`config.mk`:
```
export PLATFORM = sky130hd
export DESIGN_NAME = rename_map_table
export DESIGN_NICKNAME = d
export VERILOG_FILES = /design/src/rtl/rename_map_pkg.sv /design/src/rtl/rename_map_entry.sv /design/src/rtl/rename_map_lookup.sv /design/src/rtl/rename_map_table.sv
export SDC_FILE = /design/constraint.sdc
export NUM_CORES = 1
export LEC_CHECK = 0
export BUFFER_PORTS_ARGS = -buffer_cell sky130_fd_sc_hd__buf_2
export CAP_MARGIN = 10
export CORE_UTILIZATION = 40
export DETAILED_ROUTE_END_ITERATION = 7
export PLACE_DENSITY = 0.57
export SYNTH_ARGS = -nofsm -noshare
export SYNTH_HDL_FRONTEND = slang
export SYNTH_SLANG_ARGS = --single-unit
```
`constraint.sdc`:
```
create_clock -name clk -period 5.4 [get_ports clk]
set_input_delay 0.27 -clock clk [delete_from_list [all_inputs] [get_ports clk]]
set_output_delay 0.27 -clock clk [all_outputs]
set_load 0.02 [all_outputs]
```
`src/rtl/rename_map_pkg.sv`:
```
package rename_map_pkg;

  typedef enum logic [1:0] {
    SRC_REGFILE = 2'd0,
    SRC_WAIT    = 2'd1,
    SRC_ROB     = 2'd2
  } src_kind_e;

endpackage

```
`src/rtl/rename_map_entry.sv`:
```
module rename_map_entry #(
  parameter int TAG_W = 6,
  parameter int IDX_W = 5,
  parameter int IDX   = 0
) (
  input  logic             clk,
  input  logic             rst_n,
  input  logic             flush_i,
  input  logic             disp_fire_i,
  input  logic [IDX_W-1:0] disp_reg_i,
  input  logic [TAG_W-1:0] disp_tag_i,
  input  logic             cmpl_valid_i,
  input  logic [IDX_W-1:0] cmpl_reg_i,
  input  logic [TAG_W-1:0] cmpl_tag_i,
  input  logic             ret_valid_i,
  input  logic [IDX_W-1:0] ret_reg_i,
  input  logic [TAG_W-1:0] ret_tag_i,
  output logic [TAG_W-1:0] tag_o,
  output logic             rdy_o
);

  localparam logic [IDX_W-1:0] MY_IDX = IDX_W'(IDX);

  logic [TAG_W-1:0] tag_q, tag_d;
  logic             rdy_q, rdy_d;
  logic             live;
  logic             hit_disp, hit_cmpl, hit_ret;

  assign live     = (tag_q != '0);
  assign hit_disp = disp_fire_i && (disp_reg_i == MY_IDX);
  assign hit_cmpl = cmpl_valid_i && (cmpl_reg_i == MY_IDX) && live && (cmpl_tag_i == tag_q);
  assign hit_ret  = ret_valid_i && (ret_reg_i == MY_IDX) && live && (ret_tag_i == tag_q);

  // Priority: flush, newest rename, retirement, completion.
  always_comb begin
    tag_d = tag_q;
    rdy_d = rdy_q;
    if (flush_i) begin
      tag_d = '0;
      rdy_d = 1'b0;
    end else if (hit_disp) begin
      tag_d = disp_tag_i;
      rdy_d = 1'b0;
    end else if (hit_ret) begin
      tag_d = '0;
      rdy_d = 1'b0;
    end else if (hit_cmpl) begin
      rdy_d = 1'b1;
    end
  end

  always_ff @(posedge clk or negedge rst_n) begin
    if (!rst_n) begin
      tag_q <= '0;
      rdy_q <= 1'b0;
    end else begin
      tag_q <= tag_d;
      rdy_q <= rdy_d;
    end
  end

  assign tag_o = tag_q;
  assign rdy_o = rdy_q;

endmodule

```
`src/rtl/rename_map_lookup.sv`:
```
module rename_map_lookup
  import rename_map_pkg::*;
#(
  parameter int NUM_REGS = 32,
  parameter int TAG_W    = 6,
  parameter int IDX_W    = 5
) (
  input  logic                           src_valid_i,
  input  logic [IDX_W-1:0]               src_reg_i,
  input  logic [NUM_REGS-1:0][TAG_W-1:0] map_tag_i,
  input  logic [NUM_REGS-1:0]            map_rdy_i,
  input  logic                           cmpl_valid_i,
  input  logic [IDX_W-1:0]               cmpl_reg_i,
  input  logic [TAG_W-1:0]               cmpl_tag_i,
  input  logic                           ret_valid_i,
  input  logic [IDX_W-1:0]               ret_reg_i,
  input  logic [TAG_W-1:0]               ret_tag_i,
  output logic [1:0]                     kind_o,
  output logic [TAG_W-1:0]               tag_o
);

  logic [TAG_W-1:0] ent_tag;
  logic             ent_rdy;
  logic             byp_cmpl, byp_ret;
  src_kind_e        kind;

  assign ent_tag  = map_tag_i[src_reg_i];
  assign ent_rdy  = map_rdy_i[src_reg_i];
  assign byp_cmpl = cmpl_valid_i && (cmpl_reg_i == src_reg_i) && (cmpl_tag_i == ent_tag);
  assign byp_ret  = ret_valid_i && (ret_reg_i == src_reg_i) && (ret_tag_i == ent_tag);

  always_comb begin
    kind  = SRC_REGFILE;
    tag_o = '0;
    if (src_valid_i && (ent_tag != '0) && !byp_ret) begin
      tag_o = ent_tag;
      kind  = (ent_rdy || byp_cmpl) ? SRC_ROB : SRC_WAIT;
    end
  end

  assign kind_o = kind;

endmodule

```
`src/rtl/rename_map_table.sv`:
```
module rename_map_table #(
  parameter int NUM_REGS = 32,
  parameter int TAG_W    = 6,
  parameter int N_SRC    = 2,
  localparam int IDX_W   = $clog2(NUM_REGS)
) (
  input  logic                        clk,
  input  logic                        rst_n,
  input  logic                        flush_i,
  input  logic                        disp_valid_i,
  output logic                        disp_ready_o,
  input  logic [N_SRC-1:0]            disp_src_valid_i,
  input  logic [N_SRC-1:0][IDX_W-1:0] disp_src_reg_i,
  input  logic                        disp_dst_valid_i,
  input  logic [IDX_W-1:0]            disp_dst_reg_i,
  input  logic [TAG_W-1:0]            disp_dst_tag_i,
  input  logic                        cmpl_valid_i,
  input  logic [IDX_W-1:0]            cmpl_reg_i,
  input  logic [TAG_W-1:0]            cmpl_tag_i,
  input  logic                        ret_valid_i,
  input  logic [IDX_W-1:0]            ret_reg_i,
  input  logic [TAG_W-1:0]            ret_tag_i,
  output logic [N_SRC-1:0][1:0]       src_kind_o,
  output logic [N_SRC-1:0][TAG_W-1:0] src_tag_o
);

  logic [NUM_REGS-1:0][TAG_W-1:0] map_tag;
  logic [NUM_REGS-1:0]            map_rdy;
  logic                           disp_fire;

  assign disp_ready_o = !flush_i;
  assign disp_fire    = disp_valid_i && disp_ready_o && disp_dst_valid_i;

  for (genvar r = 0; r < NUM_REGS; r++) begin : g_entry
    rename_map_entry #(.TAG_W(TAG_W), .IDX_W(IDX_W), .IDX(r)) i_entry (
      .clk          (clk),
      .rst_n        (rst_n),
      .flush_i      (flush_i),
      .disp_fire_i  (disp_fire),
      .disp_reg_i   (disp_dst_reg_i),
      .disp_tag_i   (disp_dst_tag_i),
      .cmpl_valid_i (cmpl_valid_i),
      .cmpl_reg_i   (cmpl_reg_i),
      .cmpl_tag_i   (cmpl_tag_i),
      .ret_valid_i  (ret_valid_i),
      .ret_reg_i    (ret_reg_i),
      .ret_tag_i    (ret_tag_i),
      .tag_o        (map_tag[r]),
      .rdy_o        (map_rdy[r])
    );
  end

  for (genvar s = 0; s < N_SRC; s++) begin : g_src
    rename_map_lookup #(.NUM_REGS(NUM_REGS), .TAG_W(TAG_W), .IDX_W(IDX_W)) i_lookup (
      .src_valid_i  (disp_src_valid_i[s]),
      .src_reg_i    (disp_src_reg_i[s]),
      .map_tag_i    (map_tag),
      .map_rdy_i    (map_rdy),
      .cmpl_valid_i (cmpl_valid_i),
      .cmpl_reg_i   (cmpl_reg_i),
      .cmpl_tag_i   (cmpl_tag_i),
      .ret_valid_i  (ret_valid_i),
      .ret_reg_i    (ret_reg_i),
      .ret_tag_i    (ret_tag_i),
      .kind_o       (src_kind_o[s]),
      .tag_o        (src_tag_o[s])
    );
  end

endmodule

```
==> impl_metrics.env <==
export IMPL_status="finished clean"
export IMPL_period_share_pct=78.30
export IMPL_synth_edff_count=0
export IMPL_cp_arrival_ps=3960
export IMPL_ant_nets=0
export IMPL_hold_path_class="in2reg"
export IMPL_avgSynthCellArea_sq_um=10.21
export IMPL_slowest_delay_ps=710
export IMPL_synth_top_cell_area_share_pct=31.41
export IMPL_yosys_area_top_type="dfrtp_1"
export IMPL_worst_slack_ps=1172
export IMPL_tightestPinTransition_ps=1200
export IMPL_cts_buffers=27
export IMPL_pwr_share_clk_pct=44.8
export IMPL_worstPathRequired_ps=5130
export IMPL_synth_top_family_by_area="XOR/XNOR gates"
export IMPL_synthToLayoutAreaGrowth_pct=9.817
export IMPL_end_kind="output port"
export IMPL_seqPwrFrac_pct=39.9
export IMPL_chipHeight_um=213.2
export IMPL_synth_mux_area_fraction_pct=16.42
export IMPL_yosys_most_used_dff="dfrtp_1"
export IMPL_first_global_vias=15330
export IMPL_cp_top_family="compound AO/OA/AOI/OAI gates"
export IMPL_dp_final_hpwl_um=49090
export IMPL_wl_per_cell_um=30.33
export IMPL_crit_buf_inv=3
export IMPL_synth_seq_cells=224
export IMPL_grt_max_degree=116
export IMPL_clk_path_buf_depth=3
export IMPL_yosysSeqAreaShare_pct=31.41
export IMPL_drt_iter0_markers=2279
export IMPL_worstSetupPathType="in2out"
export IMPL_core_sq_um=44120
export IMPL_final_hold_viol_count=0
export IMPL_p_leak_uw=0.008968
export IMPL_fp_row_count=77
export IMPL_cap_violations=0
export IMPL_gp_congestion=0.9984
export IMPL_drc=0
export IMPL_ir_worst_vdd_uv=219.6
export IMPL_syn_nets=1799
export IMPL_finalMaxSlewViolations=0
export IMPL_dp_slack_ps=1333
export IMPL_fin_crit_ps=4228
export IMPL_io_buffers=68
export IMPL_synth_warnings=0
export IMPL_min_from="disp_dst_tag_i[3]"
export IMPL_grt_pass1_wl_um=105900
export IMPL_r2r_start="g_entry[9].i_entry.tag_o[2]$_DFFE_PN0P_"
export IMPL_ctsResizeCount=0
export IMPL_rrSetupSlack_ps=3260
export IMPL_cp_num_cells=11
export IMPL_path_cells="buf_4 -> buf_4 -> mux2i_1 -> a22oi_1 -> a21oi_1 -> a311oi_1 -> nor3b_1 -> or4b_1 -> o31ai_1 -> nor3b_1 -> buf_2"
export IMPL_synth_adder_area_share_pct=0
export IMPL_critPathLaunch="disp_src_reg_i[1]"
export IMPL_clock_insertion_delay_worst_skew_ps=560
export IMPL_hold_depth=3
export IMPL_fmax_ghz=0.2365
export IMPL_p_sw_uw=1200
export IMPL_finalSetupViolCount=0
export IMPL_synth_compound_area_share_pct=13.07
export IMPL_syn_cell_area_sq_um=17840
export IMPL_yosys_top_cells_area="dfrtp_1 31%, xor2_1 17%, mux4_2 14%"
export IMPL_p_per_area_nw_per_um2=216.2
export IMPL_startpoint_type="input pin"
export IMPL_cts_tree="done"
export IMPL_p_int_uw=3036
export IMPL_antenna_found_initial=2
export IMPL_swShare_pct=28.34
export IMPL_start_util_pct=40.44
export IMPL_overflow=0
export IMPL_ys_async_sr_fraction_pct=100.0
export IMPL_clkTransAtPathRegs_ps=50
export IMPL_fin_tns_setup_ps=0
export IMPL_crit_slowest_cell="o31ai_1"
export IMPL_ctsHtreeMaxLevel=1
export IMPL_antennaDiodeCount=0
export IMPL_rsz0062_at_grt="false"
export IMPL_die_area_sq_um=45460
export IMPL_reg2reg_depth=5
export IMPL_syn_inst=1747
export IMPL_clockRootBuffer="clkbuf_16"
export IMPL_vias=15910
export IMPL_fin_nets=1795
export IMPL_clkSinkCount=224
export IMPL_fin_worst_skew_ps=16.18
export IMPL_grt_total_usage_pct=31.73
export IMPL_synth_cell_types=49
export IMPL_io_pins=69
export IMPL_cp_max_fo=40
export IMPL_synth_xor_area_share_pct=20.47
export IMPL_routed_wl_um=71410
export IMPL_comb_power_share_pct=15.3
export IMPL_relSlewSlack_pct=20.03
export IMPL_yosys_area_share_simple_pct=15.37
export IMPL_via_per_inst=6.760
export IMPL_drive_gt1_share_pct=14.93
export IMPL_die_w_um=213.2
export IMPL_fin_util_pct=44.41
export IMPL_dr_pass1_iters=5
Yosys cell counts, types with 31 or more instances:
library cell	count
nor4_1	163
nand2_1	106
xor2_1	341
mux2i_1	46
clkbuf_1	99
nor3_1	54
dfrtp_1	224
xnor2_1	76
nand3_1	31
a22o_1	192
mux4_2	108
nor2_1	92
kinds of logic (layout without fill, tap and decap cells):
family | count (synthesis) | in the layout
flip-flops | 224 | 224
AO/OA/AOI/OAI | 283 | 283
AND/OR/NAND/NOR | 531 | 531
multiplexers | 156 | 156
XOR/XNOR | 417 | 417
buffers and inverters | 136 | 151
path summary, 6_finish.rpt:
kind	endpoint
hold / removal	g_entry[20].i_entry.tag_o[3]$_DFFE_PN0P_
hold reg to reg	g_entry[31].i_entry.rdy_o$_DFFE_PN0P_
min in group asynchronous	g_entry[22].i_entry.tag_o[3]$_DFFE_PN0P_
setup reg to reg	g_entry[9].i_entry.tag_o[5]$_DFFE_PN0P_
setup / recovery	src_kind_o[1]
max in group asynchronous	g_entry[8].i_entry.tag_o[2]$_DFFE_PN0P_
cells in the final DEF (no fill, tap or decap), types with 4 or more instances in the layout:
cell type,n
o21a_1,4
mux4_2,108
nor2b_1,10
a21oi_1,8
a22oi_1,17
nand4_1,18
nor3_1,54
clkbuf_8,4
mux2i_1,46
nand2_1,106
and2_1,5
buf_2,64
nand2b_1,8
buf_4,32
clkinv_2,5
bufinv_16,4
a22o_1,192
or4_1,7
xor2_1,341
and3_1,23
a31oi_1,30
o211ai_1,4
dfrtp_1,224
nor2_1,92
clkbuf_16,27
clkbuf_1,7
nor2b_4,6
a21o_1,7
nand3_1,31
nor4_1,163
xnor2_1,76
power by group through the flow:
| stage | combinational (uW) | clock (uW) | sequential, uW |
|---|---|---|---|
| 6_report | 647 | 1900 | 1690 |
| 5_1_grt | 680 | 1990 | 1690 |
| 4_1_cts | 633 | 1920 | 1690 |
| 3_5_place_dp | 630 | 0 | 1720 |
| 3_3_place_gp | 621 | 0 | 1720 |
| 2_1_floorplan | 403 | 0 | 1720 |
layer usage:
metal | vias to the layer above | share of wire, % | global-route usage [%]
met2 | 1086 | 42 | 45.37
met4 | 2 | 4.7 | 13.37
met5 | - | 0.015 | 0
met3 | 201 | 12 | 7.398
met1 | 8025 | 42 | 45.63
li1 | 6600 | - | -
worst min-delay path, stage by stage:
cell     delay [ps]
buf_2           100
nor2b_4         180
a22o_1          190
flip-flops by register name, summed over array words and instances, names as in the netlist:
register	cells
g_entry.i_entry.rdy_o	32
g_entry.i_entry.tag_o	192
through the flow:
step / total power (uW) / cell area (sq um) / std cells / hold WS [ps]
6_report: 4236 / 19600 / 2354 / 250.2
5_1_grt: 4358 / 19600 / 2354 / 248.8
4_1_cts: 4243 / 19600 / 2354 / 229.6
3_5_place_dp: 2350 / 18670 / 2305 / 422.7
3_3_place_gp: 2341 / 18670 / 2305 / 398.0
2_1_floorplan: 2121 / 17840 / 1747 / -25.59
repair_timing:
item | CTS | global route
setup buffers | 0 | 0
hold buffers | 1 | 0
hold endpoints to repair | 114 | 0
endpoints found under the setup margin | 0 | 0
area by class of cell:
cell class / count / area, sq um
tap: 592 / 740.7
inverter: 3 / 11.26
clock inverter: 10 / 153.9
sequential: 224 / 5605
multi-input combinational: 1387 / 11700
fill: 4200 / 24530
timing repair buffer: 100 / 625.6
clock buffer: 38 / 757.0
No activity file was read; power rests on OpenSTA's default activity.
